==> src/rtl/tws_pkg.sv <==
package tws_pkg;

  // Master divide codes; both upper codes select the slowest rate
  typedef enum logic [1:0] {
    TWS_DIV2  = 2'b00,
    TWS_DIV4  = 2'b01,
    TWS_DIV8  = 2'b10,
    TWS_DIV8B = 2'b11
  } tws_div_e;

  // Cycles spent in each half of a master shift-clock period
  function automatic int unsigned tws_half_period(input logic [1:0] sel);
    case (sel)
      TWS_DIV2: return 1;
      TWS_DIV4: return 2;
      default:  return 4;
    endcase
  endfunction

endpackage

==> src/rtl/tws_clkgen.sv <==
module tws_clkgen #(
  parameter int CW   = 3,
  parameter int SYNC = 2
) (
  input  logic       clk,
  input  logic       rst_n,
  input  logic       slave_mode,
  input  logic [1:0] div_sel,
  input  logic       busy,
  input  logic       go,
  input  logic       sck_in,
  output logic       rise_ev,
  output logic       fall_ev,
  output logic       sck_m
);
  import tws_pkg::*;

  logic [CW-1:0] cnt;
  logic [CW-1:0] half_m1;
  logic [CW-1:0] full_m1;
  logic [SYNC:0] sync_q;
  logic          s_rise, s_fall, m_rise, m_fall, m_run;

  always_comb begin
    half_m1 = CW'(tws_half_period(div_sel) - 1);
    full_m1 = CW'(2 * tws_half_period(div_sel) - 1);
  end

  // External clock: SYNC flops, plus one more flop for edge detection
  always_ff @(posedge clk or negedge rst_n) begin
    if (!rst_n) sync_q <= '0;
    else        sync_q <= {sync_q[SYNC-1:0], sck_in};
  end

  assign s_rise = sync_q[SYNC-1] & ~sync_q[SYNC];
  assign s_fall = ~sync_q[SYNC-1] & sync_q[SYNC];

  // Internal clock: low half first, then high half
  assign m_run = busy & ~slave_mode;

  always_ff @(posedge clk or negedge rst_n) begin
    if (!rst_n) begin
      cnt   <= '0;
      sck_m <= 1'b0;
    end else if (go || !m_run) begin
      cnt   <= '0;
      sck_m <= 1'b0;
    end else if (cnt == full_m1) begin
      cnt   <= '0;
      sck_m <= 1'b0;
    end else begin
      cnt <= cnt + 1'b1;
      if (cnt == half_m1) sck_m <= 1'b1;
    end
  end

  assign m_rise = m_run & (cnt == half_m1);
  assign m_fall = m_run & (cnt == full_m1);

  assign rise_ev = slave_mode ? (busy & s_rise) : m_rise;
  assign fall_ev = slave_mode ? (busy & s_fall) : m_fall;

endmodule

==> src/rtl/tws_shreg.sv <==
module tws_shreg #(
  parameter int W = 8
) (
  input  logic         clk,
  input  logic         rst_n,
  input  logic         busy,
  input  logic         load,
  input  logic [W-1:0] load_data,
  input  logic         rise_ev,
  input  logic         fall_ev,
  input  logic         alt_phase,
  input  logic         sdi,
  output logic [W-1:0] q,
  output logic         sdo
);

  logic hold;   // bit sampled on the rising edge (default phase)
  logic out_q;  // bit launched on the rising edge (alternate phase)

  always_ff @(posedge clk or negedge rst_n) begin
    if (!rst_n) begin
      q     <= '0;
      hold  <= 1'b0;
      out_q <= 1'b0;
    end else begin
      if (load)         q <= load_data;
      else if (fall_ev) q <= {q[W-2:0], alt_phase ? sdi : hold};
      if (rise_ev && !alt_phase) hold <= sdi;
      if (!busy || (rise_ev && alt_phase)) out_q <= q[W-1];
    end
  end

  assign sdo = alt_phase ? out_q : q[W-1];

endmodule

==> src/rtl/tw_serial_shifter.sv <==
module tw_serial_shifter #(
  parameter int DATA_W      = 8,
  parameter int DIV_CW      = 3,
  parameter int SYNC_STAGES = 2
) (
  input  logic              clk,
  input  logic              rst_n,
  input  logic              slave_mode,
  input  logic              pin_en,
  input  logic              alt_phase,
  input  logic [1:0]        div_sel,
  input  logic              sr_we,
  input  logic [DATA_W-1:0] sr_wdata,
  input  logic              start,
  output logic [DATA_W-1:0] sr_q,
  output logic              busy,
  output logic              done,
  input  logic              sck_in,
  output logic              sck_out,
  output logic              sck_oe,
  input  logic              sdi,
  output logic              sdo,
  output logic              sdo_oe
);
  localparam int BW = (DATA_W > 1) ? $clog2(DATA_W) : 1;
  localparam logic [BW-1:0] LAST_BIT = BW'(DATA_W - 1);

  logic          go, load, rise_ev, fall_ev, sck_m;
  logic [BW-1:0] bit_cnt;

  assign go   = start & ~busy;
  assign load = sr_we & ~busy;

  always_ff @(posedge clk or negedge rst_n) begin
    if (!rst_n) begin
      busy    <= 1'b0;
      done    <= 1'b0;
      bit_cnt <= '0;
    end else begin
      done <= 1'b0;
      if (go) begin
        busy    <= 1'b1;
        bit_cnt <= '0;
      end else if (fall_ev) begin
        if (bit_cnt == LAST_BIT) begin
          busy <= 1'b0;
          done <= 1'b1;
        end else begin
          bit_cnt <= bit_cnt + 1'b1;
        end
      end
    end
  end

  tws_clkgen #(.CW(DIV_CW), .SYNC(SYNC_STAGES)) u_clkgen (
    .clk        (clk),
    .rst_n      (rst_n),
    .slave_mode (slave_mode),
    .div_sel    (div_sel),
    .busy       (busy),
    .go         (go),
    .sck_in     (sck_in),
    .rise_ev    (rise_ev),
    .fall_ev    (fall_ev),
    .sck_m      (sck_m)
  );

  tws_shreg #(.W(DATA_W)) u_shreg (
    .clk       (clk),
    .rst_n     (rst_n),
    .busy      (busy),
    .load      (load),
    .load_data (sr_wdata),
    .rise_ev   (rise_ev),
    .fall_ev   (fall_ev),
    .alt_phase (alt_phase),
    .sdi       (sdi),
    .q         (sr_q),
    .sdo       (sdo)
  );

  assign sck_out = sck_m;
  assign sck_oe  = pin_en & ~slave_mode;
  assign sdo_oe  = pin_en;

endmodule

==> config.mk <==
export PLATFORM = sky130hd
export DESIGN_NAME = tw_serial_shifter
export DESIGN_NICKNAME = d
export VERILOG_FILES = /design/src/rtl/tws_pkg.sv /design/src/rtl/tws_clkgen.sv /design/src/rtl/tws_shreg.sv /design/src/rtl/tw_serial_shifter.sv
export SDC_FILE = /design/constraint.sdc
export NUM_CORES = 1
export LEC_CHECK = 0
export BUFFER_PORTS_ARGS = -buffer_cell sky130_fd_sc_hd__buf_2
export CAP_MARGIN = 20
export CORE_MARGIN = 1.5
export CORE_UTILIZATION = 35
export CTS_BUF_LIST = sky130_fd_sc_hd__clkbuf_4 sky130_fd_sc_hd__clkbuf_8 sky130_fd_sc_hd__clkbuf_16
export CTS_CLUSTER_SIZE = 40
export DETAILED_ROUTE_END_ITERATION = 10
export GPL_ROUTABILITY_DRIVEN = 0
export GPL_TIMING_DRIVEN = 0
export HOLD_SLACK_MARGIN = 0.1
export PLACE_DENSITY = 0.63
export RECOVER_POWER = 100
export SKIP_LAST_GASP = 1
export SYNTH_ARGS = -nofsm -noshare
export SYNTH_HDL_FRONTEND = slang
export SYNTH_SLANG_ARGS = --single-unit
==> constraint.sdc <==
create_clock -name clk -period 2.12 [get_ports clk]
set_input_delay 0.106 -clock clk [delete_from_list [all_inputs] [get_ports clk]]
set_output_delay 0.106 -clock clk [all_outputs]
set_load 0.05 [all_outputs]
==> results.yml, run 1 <==
floorplan:
  die_h_um: 62.2
  fp.dieW_um: 62.2
  core-area_um2: 3340
  die_area_um2: 3870
  rows: 21
  start_util_pct: 36.7
  io_pins: 33
timing:
  fin_crit_sh_pct: 86.8
  setup_tns_ns: 0
  post-route-min-period_ns: 1.84
  max_freq_ghz: 0.543
  worst-slew-pin-transition_ns: 1.20
  setup_viol: 0
  slew_headroom_pct: 20.2
  hold_violations: 0
  whs_ns: 0.102
  clock_skew_ns: 0.00520
  rsz0062_at_grt: "false"
  slew_violations: 0
  setup_slack_ns: 0.279
drt:
  routed_via_density: 5.14
  wirelength_mm: 2.75
  vias: 1100
  wl_per_cell_um: 12.8
  drc: 0
  drt_iter0_drc: 46
  firstDrtPassIters: 4
  drtAntennaViolNets: 0
synthesis:
  synthTopCellsByCount: "dfrtp_1, nor2_1, o211ai_1, nand3_1"
  synth.most_common_cell: "dfrtp_1"
  synth.yosys.seq_area_share_pct: 44.9
  netlist_area_um2: 1230
  synth-async-reset-ratio_pct: 100
  yosysTopAreaCellShare_pct: 44.9
  synthesis.nets: 146
  ys.warnings.count: 0
  synth-edff-count: 0
  syn_inst: 122
  yosys_most_used_dff: "dfrtp_1"
  synthTopCellsByArea: "dfrtp_1, o211ai_1, ha_1"
  synth_seq_cells: 22
  syn_avg_cell_area_um2: 10.1
  synth_top_area_cell: "dfrtp_1"
  synth_cell_type_count: 38
hold_path:
  hold_class: "input pin to register"
placed_design:
  io_buffers: 31
  dp_slack_ns: -0.00433
  hpwl_mm: 2.01
  dp.cells: 199
  place_area_um2: 1440
finish:
  regArea_um2: 551
  fin_util_pct: 47.3
  areaGrowthSynthToFinish_pct: 28.7
  drive_above_1_share_pct: 13.7
  post-route-cell-area_um2: 1580
  nNetsFinal: 193
  finalNonFillerCells: 214
  num_antenna_cells: 0
  n_fill_cell: 332
  multi_input_area_um2: 634
pwr:
  peakVddDrop_mv: 0.601
  power.total_mw: 1.67
  leakage_nw: 0.710
  power_density_nw_per_um2: 1060
clock_network:
  cts_num_sinks: 22
  numCtsBuffers: 3
  cts_tree: "built"
  root_buffer: "clkbuf_4"
  cts.path.max_buffers: 2
  clk_latency_ns: 0.31
  cts_setup_buffers: 0
  htreeDepth: 1
  cts.reportedPaths.clkPinSlew_ns: 0.13
  ctsHoldBuffers: 11
  cts_resized: 0
setup_path:
  cp-start-kind: "register"
  worstSetupPathType: "register to register"
  cp-end-kind: "register"
  required_ns: 2.32
  cp.arrival_ns: 2.04
  critical_path.max_fanout: 7
grt:
  grt.total_usage_pct: 15.4
  grt_pass1_wl_mm: 4.82
  grt_max_degree: 23
  antenna_found_initial: 0
  overflow: 0
  grt_pass1_vias: 1064
outcome:
  outcome: "completed"
flow_run:
  cap_violations: 0
cell families (layout without fill, tap and decap cells):
group | after synthesis | in the layout | share of synthesized area [%]
AO/OA/AOI/OAI | 29 | 29 | 17.8
XOR/XNOR | 4 | 4 | 4.08
adder cells (fa/ha/maj) | 5 | 5 | 5.10
buffers and inverters | 9 | 55 | 3.06
flip-flops | 22 | 22 | 44.9
multiplexers | 5 | 5 | 4.49
AND/OR/NAND/NOR | 48 | 48 | 20.6
per-layer routing:
layer  track usage [%]  up-vias  share of wire (%)  wire, um
met3              4.71        6                5.5       151
li1                  -      541                  -         -
met5                 0        -                  0         0
met4              4.72        0                1.7        46
met2              25.5       39                 48      1320
met1              19.2      514                 45      1230
power by group:
part | internal [mW] | total [mW] | leakage (nW) | switching (mW)
clock network | 0.191 | 0.322 | 0.0279 | 0.131
logic | 0.210 | 0.701 | 0.413 | 0.491
registers | 0.544 | 0.650 | 0.269 | 0.106
state kept, by name, summed over array words and instances (netlist names):
register         flops
busy                 1
done                 1
u_clkgen.cnt         3
bit_cnt              3
u_shreg.q            8
u_shreg.hold         1
u_shreg.out_q        1
u_clkgen.sync_q      3
u_clkgen.sck_m       1
area by class of cell:
cell class | instances | share of cell area [%]
buffer | 5 | 1.43
inverter | 4 | 0.952
clock inverter | 1 | 1.90
sequential | 22 | 34.9
clock buffer | 3 | 1.43
tap | 46 | 3.65
multi-input combinational | 91 | 40.2
timing repair buffer | 42 | 15.5
worst max-delay path, stage by stage, from the launching register on:
cell,delay (ns)
dfrtp_1,0.46
or3_1,0.35
a2111o_1,0.41
o22a_1,0.20
mux2_1,0.32
cells in the final DEF (no fill, tap or decap), drive strengths merged, types with 5 or more instances in the layout:
| master | synthesis | routed |
|---|---|---|
| dfrtp | 22 | 22 |
| nor2 | 12 | 12 |
| ha | 5 | 5 |
| nand3 | 8 | 8 |
| buf | 1 | 16 |
| o211ai | 9 | 9 |
| dlygate4sd3 | 0 | 11 |
| nand2 | 7 | 7 |
| clkbuf | 4 | 23 |
| a31oi | 7 | 7 |
path summary, 6_finish.rpt:
kind                                                endpoint  slack [ns]                         start  cells after the start
worst max register to register      u_shreg.hold$_DFFE_PN0P_        0.28     u_clkgen.cnt[0]$_DFF_PN0_                      4
worst min register to register  u_clkgen.sync_q[1]$_DFF_PN0_        0.36  u_clkgen.sync_q[0]$_DFF_PN0_                      0
min in group asynchronous          u_clkgen.cnt[2]$_DFF_PN0_        0.55                         rst_n                      2
max in group asynchronous           u_shreg.q[2]$_DFFE_PN0P_        0.86                         rst_n                      2
worst min-delay path                u_shreg.q[0]$_DFFE_PN0P_        0.10                   sr_wdata[0]                      3
worst max-delay path                u_shreg.hold$_DFFE_PN0P_        0.28     u_clkgen.cnt[0]$_DFF_PN0_                      4
Power figures use the tool's default switching activity.
==> inputs of run 2 (changes only) <==
--- a/config.mk
+++ b/config.mk
@@ -17,6 +17,7 @@
 export HOLD_SLACK_MARGIN = 0.1
 export PLACE_DENSITY = 0.63
 export RECOVER_POWER = 100
+export REMOVE_ABC_BUFFERS = 1
 export SKIP_LAST_GASP = 1
 export SYNTH_ARGS = -nofsm -noshare
 export SYNTH_HDL_FRONTEND = slang
==> run 2 against run 1 <==
Effect of this change: clock power down 27%; non-clock buffer count down 3; wire length up 0.33%; register-to-register slack worse by 0.06 ns; sequential share of layout area up 0.51 points; cell count down 1.4%; cell area down 1.4%; clock-buffer cell count up 1; die area unchanged; clock skew up 0.0048 ns; flip-flop and latch count unchanged; utilization down 0.67 points.
==> results.yml, run 2 (synthesis results as in run 1) <==
finish:
  regMostFlops: "u_shreg.q"
  fin_util_pct: 46.6
  nNetsFinal: 190
  final_common_cell: "dfrtp_1"
  drive_above_1_share_pct: 14.5
  n_fill_cell: 331
  num_antenna_cells: 0
  final_cell_mix: "dfrtp_1, buf_2, clkbuf_1"
  areaGrowthSynthToFinish_pct: 26.8
  largest_reg_flops: 8
  post-route-cell-area_um2: 1560
floorplan:
  fp.dieW_um: 62.2
  start_util_pct: 36.7
  rows: 21
  die_area_um2: 3870
  core-area_um2: 3340
  die_h_um: 62.2
  io_pins: 33
timing:
  slew_headroom_pct: 18.2
  setup_viol: 0
  fin_crit_sh_pct: 89.9
  setup_slack_ns: 0.215
  slew_violations: 0
  rsz0062_at_grt: "false"
  clock_skew_ns: 0.00999
  worst-slew-pin-transition_ns: 1.23
  setup_tns_ns: 0
  hold_violations: 0
  max_freq_ghz: 0.525
  post-route-min-period_ns: 1.91
clock_network:
  clk_latency_ns: 0.32
  cts.path.max_buffers: 2
  cts_setup_buffers: 0
  numCtsBuffers: 3
  cts_num_sinks: 22
  cts.reportedPaths.clkPinSlew_ns: 0.13
  cts_tree: "built"
  htreeDepth: 1
  root_buffer: "clkbuf_4"
setup_path:
  cp-end-kind: "register"
  cp-startpoint: "busy$_DFFE_PN0P_"
  cp-start-kind: "register"
  worstSetupPathType: "register to register"
  critical_path.max_fanout: 21
  regToRegStartpoint: "busy$_DFFE_PN0P_"
  required_ns: 2.33
  cp.arrival_ns: 2.12
pwr:
  p_seq_share_pct: 41.3
  p_sw_share_pct: 45.8
  leakage_nw: 0.704
  power_density_nw_per_um2: 1020
  netSwitchingPower_mw: 0.725
  power_frac_comb_pct: 43.8
  clkPwrFrac_pct: 14.9
  peakVddDrop_mv: 0.510
  intPower_mw: 0.860
  power.total_mw: 1.58
drt:
  drt_iter0_drc: 46
  drtAntennaViolNets: 0
  firstDrtPassIters: 4
  wirelength_mm: 2.76
  vias: 1117
  wl_per_cell_um: 13.1
  routed_via_density: 5.29
  drc: 0
grt:
  overflow: 0
  grt_max_degree: 23
  grt_pass1_wl_mm: 4.97
  grt_pass1_vias: 1165
  antenna_found_initial: 0
  grt.total_usage_pct: 15.8
placed_design:
  place_area_um2: 1420
  io_buffers: 32
  dp_slack_ns: 0.00130
  hpwl_mm: 1.91
hold_path:
  min_from: "slave_mode"
  hold_class: "input pin to register"
outcome:
  outcome: "completed"
flow_run:
  cap_violations: 0
[run 2: changes by cell type in the layout (fill, tap and decap cells not counted)]
cell / delta
dlygate4sd3_1: +1
buf_2: +2
clkbuf_1: -5
bufinv_16: -1
clkbuf_8: +1
buf_4: -1
[run 2: timing repair]
action | in CTS | in global routing
resized for setup | 0 | 0
endpoints found under the hold margin | 33 | 0
hold buffers | 12 | 0
[run 2: path summary, 6_finish.rpt]
path | to | slack (ns) | depth (start not counted)
setup / recovery | u_shreg.hold$_DFFE_PN0P_ | 0.21 | 4
hold / removal | u_clkgen.cnt[0]$_DFF_PN0_ | 0.15 | 3
setup reg to reg | u_shreg.hold$_DFFE_PN0P_ | 0.21 | 4
hold reg to reg | u_clkgen.sync_q[1]$_DFF_PN0_ | 0.37 | 0
max in group asynchronous | done$_DFF_PN0_ | 0.83 | 2
min in group asynchronous | u_shreg.out_q$_DFFE_PN0P_ | 0.56 | 2
[run 2: power by group through the flow]
| stage | Sequential (mW) | Clock, mW | Combinational [mW] |
|---|---|---|---|
| 2_1_floorplan | 0.895 | 0 | 0.286 |
| 6_report | 0.654 | 0.236 | 0.694 |
| 4_1_cts | 0.651 | 0.247 | 0.729 |
| 5_1_grt | 0.676 | 0.255 | 0.763 |
| 3_3_place_gp | 0.650 | 0 | 0.693 |
| 3_5_place_dp | 0.661 | 0 | 0.707 |
[run 2: cell type report]
type / instances / area, um^2 / share of cell area, %
multi-input combinational: 91 / 634 / 40.8
sequential: 22 / 551 / 35.4
timing repair buffer: 44 / 262 / 16.8
tap: 46 / 57.6 / 3.70
clock buffer: 4 / 36.3 / 2.33
inverter: 4 / 15.0 / 0.965
[run 2: worst max-delay path, cell delays in order, from the launching register on]
cell	delay, ns
dfrtp_1	0.77
nand2b_1	0.16
a2111o_1	0.37
o22a_1	0.19
mux2_1	0.32
[run 2: per-stage QoR]
stage,hold slack (ns),cells
after floorplan,-0.190,117
after global placement,0.0991,195
after detailed placement,0.107,195
after CTS,0.147,211
after global routing,0.159,211
final,0.151,211
[run 2: metal layers]
layer / vias up / track usage, % / part of all wire [%]
li1: 535 / - / -
met1: 542 / 18.6 / 43
met2: 32 / 28.4 / 51
met3: 8 / 1.63 / 4.0
met4: 0 / 8.06 / 2.0
met5: - / 0 / 0
==> inputs of run 3 (changes only) <==
--- a/config.mk
+++ b/config.mk
@@ -15,10 +15,11 @@
 export GPL_ROUTABILITY_DRIVEN = 0
 export GPL_TIMING_DRIVEN = 0
 export HOLD_SLACK_MARGIN = 0.1
-export PLACE_DENSITY = 0.63
+export PLACE_DENSITY = 0.64
 export RECOVER_POWER = 100
 export REMOVE_ABC_BUFFERS = 1
 export SKIP_LAST_GASP = 1
 export SYNTH_ARGS = -nofsm -noshare
 export SYNTH_HDL_FRONTEND = slang
+export SYNTH_HIERARCHICAL = 1
 export SYNTH_SLANG_ARGS = --single-unit
==> run 3 against run 2 <==
Effect of this change: utilization rose by 0.65 points; critical path depth rose by 1; wire length fell by 23%; critical path type unchanged.
==> results.yml, run 3 <==
synthesis:
  syn_avg_cell_area_um2: 11.4
  synth-async-reset-ratio_pct: 100
  ys.warnings.count: 6
  synth-edff-count: 0
  synth_cell_type_count: 34
  yosysTopAreaCellShare_pct: 47.6
  synth_top_area_cell: "dfrtp_1"
  synth.yosys.seq_area_share_pct: 47.6
  synthTopCellsByCount: "dfrtp_1, mux2i_1, nand2_1, o21ai_0, nor2_1"
  synth.most_common_cell: "dfrtp_1"
  yosys_most_used_dff: "dfrtp_1"
  netlist_area_um2: 1160
  synthTopCellsByArea: "dfrtp_1, mux2i_1, ha_1"
  synth_seq_cells: 22
  syn_inst: 101
finish:
  areaGrowthSynthToFinish_pct: 26.8
  fin_util_pct: 47.3
  drive_above_1_share_pct: 20.1
  final_cell_mix: "dfrtp_1, buf_2, clkbuf_1"
  final_common_cell: "dfrtp_1"
  largest_reg_flops: 8
  regMostFlops: "u_shreg/q"
  n_fill_cell: 312
  nNetsFinal: 169
  num_antenna_cells: 0
  finalNonFillerCells: 188
timing:
  setup_slack_ns: 0.138
  clock_skew_ns: 0.00759
  max_freq_ghz: 0.505
  worst-slew-pin-transition_ns: 1.12
  rsz0062_at_grt: "false"
  post-route-min-period_ns: 1.98
  setup_viol: 0
  slew_violations: 0
  hold_violations: 0
  fin_crit_sh_pct: 93.5
  slew_headroom_pct: 25.3
grt:
  antenna_found_initial: 0
  grt_pass1_vias: 852
  grt_max_degree: 23
  grt.total_usage_pct: 12.9
  grt_pass1_wl_mm: 3.49
  overflow: 0
hold_path:
  hold_depth: 3
  hold_class: "input pin to register"
  min_from: "alt_phase"
  hold_path_end: "u_shreg/q[0]$_DFFE_PN0P_"
floorplan:
  die_area_um2: 3660
  rows: 20
  fp.dieW_um: 60.5
  start_util_pct: 37.3
  die_h_um: 60.5
  io_pins: 33
  core-area_um2: 3100
drt:
  wl_per_cell_um: 11.3
  drc: 0
  wirelength_mm: 2.12
  vias: 878
  routed_via_density: 4.67
  drt_iter0_drc: 11
  drtAntennaViolNets: 0
  firstDrtPassIters: 2
setup_path:
  reg2regPathDepth: 5
  worstSetupPathType: "register to register"
  regToRegStartpoint: "u_clkgen/cnt[1]$_DFF_PN0_"
  cp-end-kind: "register"
  reg2reg_to: "u_shreg/q[0]$_DFFE_PN0P_"
  critical_path.max_fanout: 11
  required_ns: 2.35
  cp.arrival_ns: 2.21
  r2r_setup_slack_ns: 0.14
  cp-start-kind: "register"
placed_design:
  hpwl_mm: 1.59
  io_buffers: 32
  dp_slack_ns: -0.388
  dp.cells: 173
clock_network:
  cts_tree: "built"
  cts_setup_buffers: 0
  clk_latency_ns: 0.30
  cts_num_sinks: 22
  htreeDepth: 1
  cts.path.max_buffers: 2
  numCtsBuffers: 3
  cts.reportedPaths.clkPinSlew_ns: 0.12
  root_buffer: "clkbuf_4"
flow_run:
  cap_violations: 0
outcome:
  outcome: "completed"
pwr:
  power_density_nw_per_um2: 1150
  leakage_nw: 0.643
  peakVddDrop_mv: 0.705
## run 3: worst max-delay path, cell delays in order (launching register included)
cell	delay [ns]
dfrtp_1	0.44
or3_4	0.36
a2111oi_2	0.40
o21a_4	0.30
or2b_1	0.25
o211ai_1	0.16
## run 3: timing repair
item | in CTS | in global routing
hold endpoints to repair | 32 | 0
hold buffers | 11 | 0
resized for setup | 1 | 1
endpoints found under the setup margin | 12 | 3
## run 3: cells by family after synthesis
logic type               synth area share (%)
flip-flops                               47.6
AO/OA/AOI/OAI                            11.3
XOR/XNOR                                 4.98
buffers and inverters                    3.68
AND/OR/NAND/NOR                          15.5
adder cells (fa/ha/maj)                  5.41
multiplexers                             11.6
## run 3: per-layer routing
layer,track usage (%),up-vias,wire (um)
met5,0,-,0
met1,14.4,421,936
li1,-,437,-
met4,2.80,0,10
met2,24.4,18,1100
met3,3.84,2,75
## run 3: power by group
group,switching [mW],total [mW],internal (mW)
Sequential,0.120,0.686,0.567
Combinational,0.528,0.770,0.241
Clock,0.119,0.223,0.105
Total,0.766,1.68,0.913
## run 3: through the flow
step / power [mW] / hold slack (ns) / cell area, um^2 / setup TNS (ns)
final: 1.68 / 0.197 / 1470 / 0
after global routing: 1.80 / 0.206 / 1470 / 0
after CTS: 1.73 / 0.173 / 1480 / 0
after detailed placement: 1.49 / 0.0851 / 1340 / -4.59
after global placement: 1.46 / 0.0931 / 1340 / -4.07
after floorplan: 1.28 / -0.190 / 1120 / -0.0682
## run 3: worst max path at each step
stage,from,end,slack (ns),cells past startpoint
after detailed placement,div_sel[0],u_shreg/q[0]$_DFFE_PN0P_,-0.39,8
after global routing,u_clkgen/cnt[1]$_DFF_PN0_,u_shreg/q[0]$_DFFE_PN0P_,0.04,5
after global placement,div_sel[0],u_shreg/q[2]$_DFFE_PN0P_,-0.34,8
final,u_clkgen/cnt[1]$_DFF_PN0_,u_shreg/q[0]$_DFFE_PN0P_,0.14,5
after floorplan,div_sel[0],u_shreg/q[0]$_DFFE_PN0P_,-0.03,7
after CTS,u_clkgen/cnt[1]$_DFF_PN0_,u_shreg/q[0]$_DFFE_PN0P_,0.07,5
## run 3: area by class of cell
type | instances | area, um^2 | area share (%)
Sequential cell | 22 | 551 | 37.5
Timing Repair Buffer | 43 | 251 | 17.2
Inverter | 2 | 7.51 | 0.512
Multi-Input combinational cell | 73 | 566 | 38.6
Tap cell | 44 | 55.1 | 3.75
Clock buffer | 4 | 36.3 | 2.47
